### src/rtl/cal_rtc_pkg.sv
package cal_rtc_pkg;

    localparam int SEC_W  = 6;
    localparam int HOUR_W = 5;
    localparam int DAY_W  = 5;
    localparam int MON_W  = 4;
    localparam int YR_W   = 7;
    localparam int CENT_W = 5;
    localparam int WORD_W = 32;

    typedef struct packed {
        logic [CENT_W-1:0] cent;
        logic [YR_W-1:0]   yr;
        logic [MON_W-1:0]  mon;
        logic [DAY_W-1:0]  day;
        logic [HOUR_W-1:0] hour;
        logic [SEC_W-1:0]  mins;
        logic [SEC_W-1:0]  secs;
    } cal_t;

    typedef struct packed {
        logic [1:0]        ctrl;
        logic [WORD_W-1:0] alarm;
        logic [WORD_W-1:0] status;
        logic [WORD_W-1:0] tcopy;
        logic [WORD_W-1:0] dcopy;
    } regs_t;

    // Leap test without a multiply: century*100 is always a multiple of 4.
    function automatic logic is_leap(logic [CENT_W-1:0] cent, logic [YR_W-1:0] yr);
        if (yr == '0) return (cent[1:0] == 2'b00);
        return (yr[1:0] == 2'b00);
    endfunction

    function automatic logic [DAY_W-1:0] month_len(logic [MON_W-1:0] mon, logic leap);
        case (mon)
            4'd2:                    return leap ? 5'd29 : 5'd28;
            4'd4, 4'd6, 4'd9, 4'd11: return 5'd30;
            default:                 return 5'd31;
        endcase
    endfunction

    function automatic logic [WORD_W-1:0] pack_time(cal_t c);
        return {3'b0, c.day, 3'b0, c.hour, 2'b0, c.mins, 2'b0, c.secs};
    endfunction

    function automatic logic [WORD_W-1:0] pack_date(cal_t c);
        return {11'b0, c.cent, 1'b0, c.yr, 4'b0, c.mon};
    endfunction

    function automatic cal_t unpack_words(logic [WORD_W-1:0] tw, logic [WORD_W-1:0] dw);
        cal_t c;
        c.secs = tw[5:0];
        c.mins = tw[13:8];
        c.hour = tw[20:16];
        c.day  = tw[28:24];
        c.mon  = dw[3:0];
        c.yr   = dw[14:8];
        c.cent = dw[20:16];
        return c;
    endfunction

endpackage

### src/rtl/cal_rtc_prescale.sv
module cal_rtc_prescale #(
    parameter int TICK_DIV = 50_000_000
) (
    input  logic clk,
    input  logic rst_n,
    input  logic en,
    output logic tick
);
    localparam int CW = (TICK_DIV > 2) ? $clog2(TICK_DIV) : 1;
    localparam logic [CW-1:0] LAST = CW'(TICK_DIV - 1);

    logic [CW-1:0] cnt_d, cnt_q;

    always_comb begin
        tick  = en && (cnt_q == LAST);
        cnt_d = cnt_q;
        if (!en)       cnt_d = '0;
        else if (tick) cnt_d = '0;
        else           cnt_d = cnt_q + 1'b1;
    end

    always_ff @(posedge clk or negedge rst_n) begin
        if (!rst_n) cnt_q <= '0;
        else        cnt_q <= cnt_d;
    end


    cnt_range_chk: assert property (@(posedge clk) disable iff (!rst_n)
        cnt_q <= LAST);


    idle_clear_chk: assert property (@(posedge clk) disable iff (!rst_n)
        !en |=> (cnt_q == '0));

endmodule

### src/rtl/cal_rtc_calendar.sv
module cal_rtc_calendar
    import cal_rtc_pkg::*;
#(
    parameter int RST_CENT = 20
) (
    input  logic clk,
    input  logic rst_n,
    input  logic tick,
    input  logic load_time,
    input  logic load_date,
    input  cal_t ld_val,
    output cal_t cal_o
);
    localparam cal_t RST_CAL = '{cent: CENT_W'(RST_CENT), yr: '0, mon: 4'd1,
                                 day: 5'd1, hour: '0, mins: '0, secs: '0};

    cal_t cal_d, cal_q;
    logic leap;
    logic [DAY_W-1:0] mlen;

    always_comb begin
        leap  = is_leap(cal_q.cent, cal_q.yr);
        mlen  = month_len(cal_q.mon, leap);
        cal_d = cal_q;
        if (load_time || load_date) begin
            if (load_time) begin
                cal_d.secs = ld_val.secs;
                cal_d.mins = ld_val.mins;
                cal_d.hour = ld_val.hour;
                cal_d.day  = ld_val.day;
            end
            if (load_date) begin
                cal_d.mon  = ld_val.mon;
                cal_d.yr   = ld_val.yr;
                cal_d.cent = ld_val.cent;
            end
        end else if (tick) begin
            if (cal_q.secs < 6'd59) cal_d.secs = cal_q.secs + 1'b1;
            else begin
                cal_d.secs = '0;
                if (cal_q.mins < 6'd59) cal_d.mins = cal_q.mins + 1'b1;
                else begin
                    cal_d.mins = '0;
                    if (cal_q.hour < 5'd23) cal_d.hour = cal_q.hour + 1'b1;
                    else begin
                        cal_d.hour = '0;
                        if (cal_q.day < mlen) cal_d.day = cal_q.day + 1'b1;
                        else begin
                            cal_d.day = 5'd1;
                            if (cal_q.mon < 4'd12) cal_d.mon = cal_q.mon + 1'b1;
                            else begin
                                cal_d.mon = 4'd1;
                                if (cal_q.yr < 7'd99) cal_d.yr = cal_q.yr + 1'b1;
                                else begin
                                    cal_d.yr   = '0;
                                    cal_d.cent = cal_q.cent + 1'b1;
                                end
                            end
                        end
                    end
                end
            end
        end
    end

    always_ff @(posedge clk or negedge rst_n) begin
        if (!rst_n) cal_q <= RST_CAL;
        else        cal_q <= cal_d;
    end

    assign cal_o = cal_q;


    sec_wrap_chk: assert property (@(posedge clk) disable iff (!rst_n)
        (tick && !load_time && !load_date && cal_q.secs == 6'd59) |=> (cal_q.secs == '0));


    hold_still_chk: assert property (@(posedge clk) disable iff (!rst_n)
        (!tick && !load_time && !load_date) |=> $stable(cal_q));


    year_wrap_chk: assert property (@(posedge clk) disable iff (!rst_n)
        (tick && !load_time && !load_date && cal_q.secs == 6'd59 && cal_q.mins == 6'd59 &&
         cal_q.hour == 5'd23 && cal_q.day >= mlen && cal_q.mon == 4'd12 && cal_q.yr == 7'd99)
        |=> (cal_q.yr == '0 && cal_q.cent == $past(cal_q.cent) + 1'b1));

endmodule

### src/rtl/cal_rtc.sv
module cal_rtc
    import cal_rtc_pkg::*;
#(
    parameter int TICK_DIV = 50_000_000,
    parameter int ADDR_W   = 8,
    parameter int RST_CENT = 20
) (
    input  logic              clk,
    input  logic              rst_n,
    input  logic              bus_sel,
    input  logic              bus_wr,
    input  logic [ADDR_W-1:0] bus_addr,
    input  logic [31:0]       bus_wdata,
    output logic [31:0]       bus_rdata
);
    localparam logic [2:0] IDX_TIME  = 3'd0;
    localparam logic [2:0] IDX_DATE  = 3'd1;
    localparam logic [2:0] IDX_ALARM = 3'd2;
    localparam logic [2:0] IDX_CTRL  = 3'd4;
    localparam logic [2:0] IDX_STAT  = 3'd5;
    localparam int EN_BIT  = 0;
    localparam int UNL_BIT = 1;
    localparam logic [31:0] RST_TIME = 32'h0100_0000;
    localparam logic [31:0] RST_DATE = {11'b0, CENT_W'(RST_CENT), 8'b0, 8'h01};
    localparam regs_t REG_RST = '{ctrl: '0, alarm: '0, status: '0,
                                  tcopy: RST_TIME, dcopy: RST_DATE};

    regs_t regs_d, regs_q;
    cal_t  cal, ld_val;
    logic  in_range, mapped, wr_acc, rd_acc, en, unl;
    logic  load_time, load_date, tick;
    logic [2:0]  idx;
    logic [31:0] live_time, live_date;

    always_comb begin
        in_range  = ((bus_addr >> 5) == '0) && (bus_addr[1:0] == 2'b00);
        idx       = bus_addr[4:2];
        mapped    = in_range && (idx == IDX_TIME || idx == IDX_DATE || idx == IDX_ALARM ||
                                 idx == IDX_CTRL || idx == IDX_STAT);
        wr_acc    = bus_sel && bus_wr && mapped;
        rd_acc    = bus_sel && !bus_wr && mapped;
        en        = regs_q.ctrl[EN_BIT];
        unl       = regs_q.ctrl[UNL_BIT];
        load_time = wr_acc && unl && (idx == IDX_TIME);
        load_date = wr_acc && unl && (idx == IDX_DATE);
        ld_val    = unpack_words(bus_wdata, bus_wdata);
        live_time = pack_time(cal);
        live_date = pack_date(cal);
    end

    always_comb begin
        bus_rdata = '0;
        if (rd_acc) begin
            case (idx)
                IDX_TIME:  bus_rdata = en ? live_time : regs_q.tcopy;
                IDX_DATE:  bus_rdata = en ? live_date : regs_q.dcopy;
                IDX_ALARM: bus_rdata = regs_q.alarm;
                IDX_CTRL:  bus_rdata = {30'b0, regs_q.ctrl};
                IDX_STAT:  bus_rdata = regs_q.status;
                default:   bus_rdata = '0;
            endcase
        end
    end

    always_comb begin
        regs_d = regs_q;
        if (wr_acc) begin
            case (idx)
                IDX_ALARM: regs_d.alarm  = bus_wdata;
                IDX_CTRL:  regs_d.ctrl   = bus_wdata[1:0];
                IDX_STAT:  regs_d.status = bus_wdata;
                default:   ;
            endcase
        end
        if (load_time) regs_d.tcopy = pack_time(ld_val);
        if (load_date) regs_d.dcopy = pack_date(ld_val);
        if (rd_acc && en && idx == IDX_TIME) regs_d.tcopy = live_time;
        if (rd_acc && en && idx == IDX_DATE) regs_d.dcopy = live_date;
    end

    always_ff @(posedge clk or negedge rst_n) begin
        if (!rst_n) regs_q <= REG_RST;
        else        regs_q <= regs_d;
    end

    cal_rtc_prescale #(.TICK_DIV(TICK_DIV)) u_prescale (
        .clk  (clk),
        .rst_n(rst_n),
        .en   (en),
        .tick (tick)
    );

    cal_rtc_calendar #(.RST_CENT(RST_CENT)) u_calendar (
        .clk      (clk),
        .rst_n    (rst_n),
        .tick     (tick),
        .load_time(load_time),
        .load_date(load_date),
        .ld_val   (ld_val),
        .cal_o    (cal)
    );


    locked_write_chk: assert property (@(posedge clk) disable iff (!rst_n)
        (bus_sel && bus_wr && in_range && idx == IDX_TIME && !unl) |=> $stable(regs_q.tcopy));


    live_copy_chk: assert property (@(posedge clk) disable iff (!rst_n)
        (rd_acc && en && idx == IDX_DATE) |=> (regs_q.dcopy == $past(bus_rdata)));


    unmapped_zero_chk: assert property (@(posedge clk) disable iff (!rst_n)
        (bus_sel && !bus_wr && !mapped) |-> (bus_rdata == '0));


    ctrl_width_chk: assert property (@(posedge clk) disable iff (!rst_n)
        (bus_sel && !bus_wr && mapped && idx == IDX_CTRL) |-> (bus_rdata[31:2] == '0));

endmodule

### config.mk
export PLATFORM = sky130hd
export DESIGN_NAME = cal_rtc
export DESIGN_NICKNAME = d
export VERILOG_FILES = /design/src/rtl/cal_rtc_pkg.sv /design/src/rtl/cal_rtc_prescale.sv /design/src/rtl/cal_rtc_calendar.sv /design/src/rtl/cal_rtc.sv
export SDC_FILE = /design/constraint.sdc
export NUM_CORES = 1
export LEC_CHECK = 0
export ABC_CLOCK_PERIOD_IN_PS = 7130
export BUFFER_PORTS_ARGS = -buffer_cell sky130_fd_sc_hd__buf_2
export CORE_ASPECT_RATIO = 1.2
export CORE_MARGIN = 5
export CORE_UTILIZATION = 55
export CTS_CLUSTER_DIAMETER = 60
export DETAILED_ROUTE_END_ITERATION = 8
export GPL_ROUTABILITY_DRIVEN = 0
export PLACE_DENSITY_LB_ADDON = 0.3
export SLEW_MARGIN = 20
export SYNTH_ARGS = -nofsm -noshare
export SYNTH_HDL_FRONTEND = slang
export SYNTH_SLANG_ARGS = --single-unit
### constraint.sdc
create_clock -name clk -period 7.13 [get_ports clk]
set_input_delay 0.713 -clock clk [delete_from_list [all_inputs] [get_ports clk]]
set_output_delay 0.713 -clock clk [all_outputs]
set_load 0.01 [all_outputs]
==> reports/qor.yml <==
finalNetCount: 1054
ys.warnings.count: 0
cts.sinks: 168
dp_hpwl_um: 17000
max-vdd-ir-drop_mv: 0.135
reg2reg_to: "u_calendar.cal_o[12]"
hold_viol: 0
cts_max_path_buffers: 2
routed_wirelength_um: 24700
start_kind: "input port"
worst_pin_slew_ns: 1.07
criticalPathCategory: "input port to primary output"
design.die.area_um2: 19200
ff2ff_path_depth: 5
placed_cell_area_um2: 9570
yosysUniqueCellTypes: 67
postRouteAntennaNets: 0
cpPeakStageDelay_ns: 0.89
slew_violations: 0
clk_transition_reported_paths_ns: 0.07
num_vias: 7838
setup_viol: 0
drv_cap: 0
row_count: 51
drt-wirelength-per-cell_um: 20.2
initialDrtViolationCount: 927
p_leak_nw: 4.54
viasPerCell: 6.42
cp.required_ns: 6.42
synth_top_cell_by_area: "dfrtp_1"
preCtsSetupSlack_ns: 3.62
overflow: 0
postCtsSetupBuffers: 0
period_minus_slack_ns: 3.49
ios: 76
rsz0062_at_grt: "false"
cts.repair.resized: 0
synth_top_area_share_pct: 44.0
grt_pass1_vias: 7680
n_antenna_cell: 0
grtUsageTotal_pct: 26.4
stdcell_area_um2: 10100
first_pass_iters: 6
arrival_ns: 2.78
synth-async-reset-ratio_pct: 100
drive_gt1_share_pct: 21.0
synth.area.top_cells: "dfrtp_1 (44%), mux2_2 (8.7%), nor2_1 (5.7%)"
min_period_over_period_pct: 49.0
powerDensity_nw_per_um2: 192
chipWidth_um: 127
worst_path_max_delay_cell: "and2_1"
startpoint: "bus_addr[4]"
crit_chain: "buf_2 > nor2_1 > and2_1 > a221oi_1 > nor2_1 > a221oi_1 > nor2_1 > buf_2"
root_buffer: "clkbuf_16"
reg2reg_from: "u_prescale.cnt_q[16]"
start_util_pct: 55.9
core_region_area_um2: 16300
worst-path-max-fanout: 30
worst_path_most_repeated_cell: "nor2_1"
area_growth_pct: 11.3
cts_tree: "yes"
die_height_um: 151
synth-seq-area-share_pct: 46.3
tns_ns: 0
antenna_found_initial: 0
htreeDepth: 4
finalPower_mw: 1.95
fin_skew_ns: 0.00697
grt_pass1_wl_um: 40300
syn-instance-count: 960
setup_ws_ns: 3.64
hold_buffers: 0
synth.cell_area_um2: 9100
synth_seq_cells: 168
outcome: "finished clean"
grt_max_degree: 92
post-route-drc-count: 0
worstSetupEndpointType: "primary output"
relSlewSlack_pct: 28.5
rrSetupSlack_ns: 3.94
final_core_util_pct: 62.3
port_buffers: 75
synth-edff-count: 0
numCtsBuffers: 17
synth_ff_type: "dfrtp_1"
clock_latency_ns: 0.44
max_clock_freq_mhz: 286
syn_avg_cell_area_um2: 9.48
syn_nets: 1018
hold_class: "input port to asynchronous set/reset pin"
[worst max-delay path: cells and delay by family]
family	cells	cell delay, ns
AO/OA/AOI/OAI	2	0.25
buffers and inverters	2	0.29
AND/OR/NAND/NOR	4	1.50
[cells by family (layout without fill, tap and decap cells)]
logic type	after synthesis	count (layout)	synth area share (%)
adder cells (fa/ha/maj)	14	14	1.93
XOR/XNOR	24	24	2.31
buffers and inverters	89	138	3.92
multiplexers	83	83	10.1
flip-flops	168	168	46.3
AND/OR/NAND/NOR	379	379	19.3
AO/OA/AOI/OAI	203	203	16.1
[Yosys cell counts, types with 17 or more instances]
| cell | number |
|---|---|
| a221oi_1 | 39 |
| nand2_1 | 107 |
| a21oi_1 | 25 |
| nor2_1 | 138 |
| a31oi_1 | 30 |
| mux2_2 | 70 |
| dfrtp_1 | 160 |
| inv_1 | 20 |
| nand3_1 | 38 |
| nor3_1 | 17 |
| o21ai_0 | 33 |
| and3_1 | 20 |
| clkbuf_1 | 49 |
[per-stage QoR]
step	instances	hold slack, ns
6_report	1221	0.300
3_3_place_gp	1189	0.472
2_1_floorplan	960	0.417
4_1_cts	1221	0.371
3_5_place_dp	1189	0.480
5_1_grt	1221	0.386
[cell usage in the layout, fill, tap and decap left out, drive strengths merged, types with 4 or more instances in the layout]
cell type and instances:
nand3 38, a31oi 30, mux2 72, xnor2 12, nand4 8, a211oi 5
a221o 7, nor2 138, or3 7, mux2i 11, dfrtp 160, nor4 10
dfstp 8, clkbuf 18, xor2 12, nand2 107, inv 32, a22oi 16
o211ai 10, buf 86, o22ai 4, ha 14, nor3b 5, a222oi 4
nor3 17, a21oi 25, a221oi 39, and2 7, o31a 5, and3 23
o21ai 33
[final cells by class]
class	instances	area, µm²
Clock inverter	14	126
Clock buffer	18	439
Sequential cell	168	4210
Fill cell	1374	6140
Tap cell	212	265
Timing Repair Buffer	86	464
Multi-Input combinational cell	703	4550
Inverter	20	75.1
[registers in the layout, summed over array words and instances, names as in the netlist]
register          cells
en                    1
regs_q              103
u_calendar.cal_o     38
u_prescale.cnt_q     26
[routing by layer]
| layer | wire [µm] | share of wire [%] | vias to the layer above | track usage [%] |
|---|---|---|---|---|
| met5 | 0 | 0 | - | 0 |
| met4 | 1030 | 4.2 | 0 | 12.7 |
| met3 | 1580 | 6.4 | 70 | 3.46 |
| met2 | 12300 | 50 | 348 | 44.3 |
| met1 | 9850 | 40 | 3852 | 33.8 |
| li1 | - | - | 3568 | - |
[worst max path at each step]
stage	end	slack, ns
floorplan	bus_rdata[0]	4.10
global placement	regs_q[3]	3.69
detailed placement	u_calendar.cal_o[0]	3.62
CTS	bus_rdata[16]	3.69
global route	bus_rdata[16]	3.44
finish	bus_rdata[16]	3.64
[where the power goes]
| group | switching (mW) | internal (mW) | leakage, nW |
|---|---|---|---|
| Clock | 0.429 | 0.472 | 0.278 |
| Combinational | 0.0579 | 0.0225 | 2.01 |
| Sequential | 0.00409 | 0.960 | 2.25 |
| Total | 0.491 | 1.45 | 4.54 |
Power figures use the tool's default switching activity.
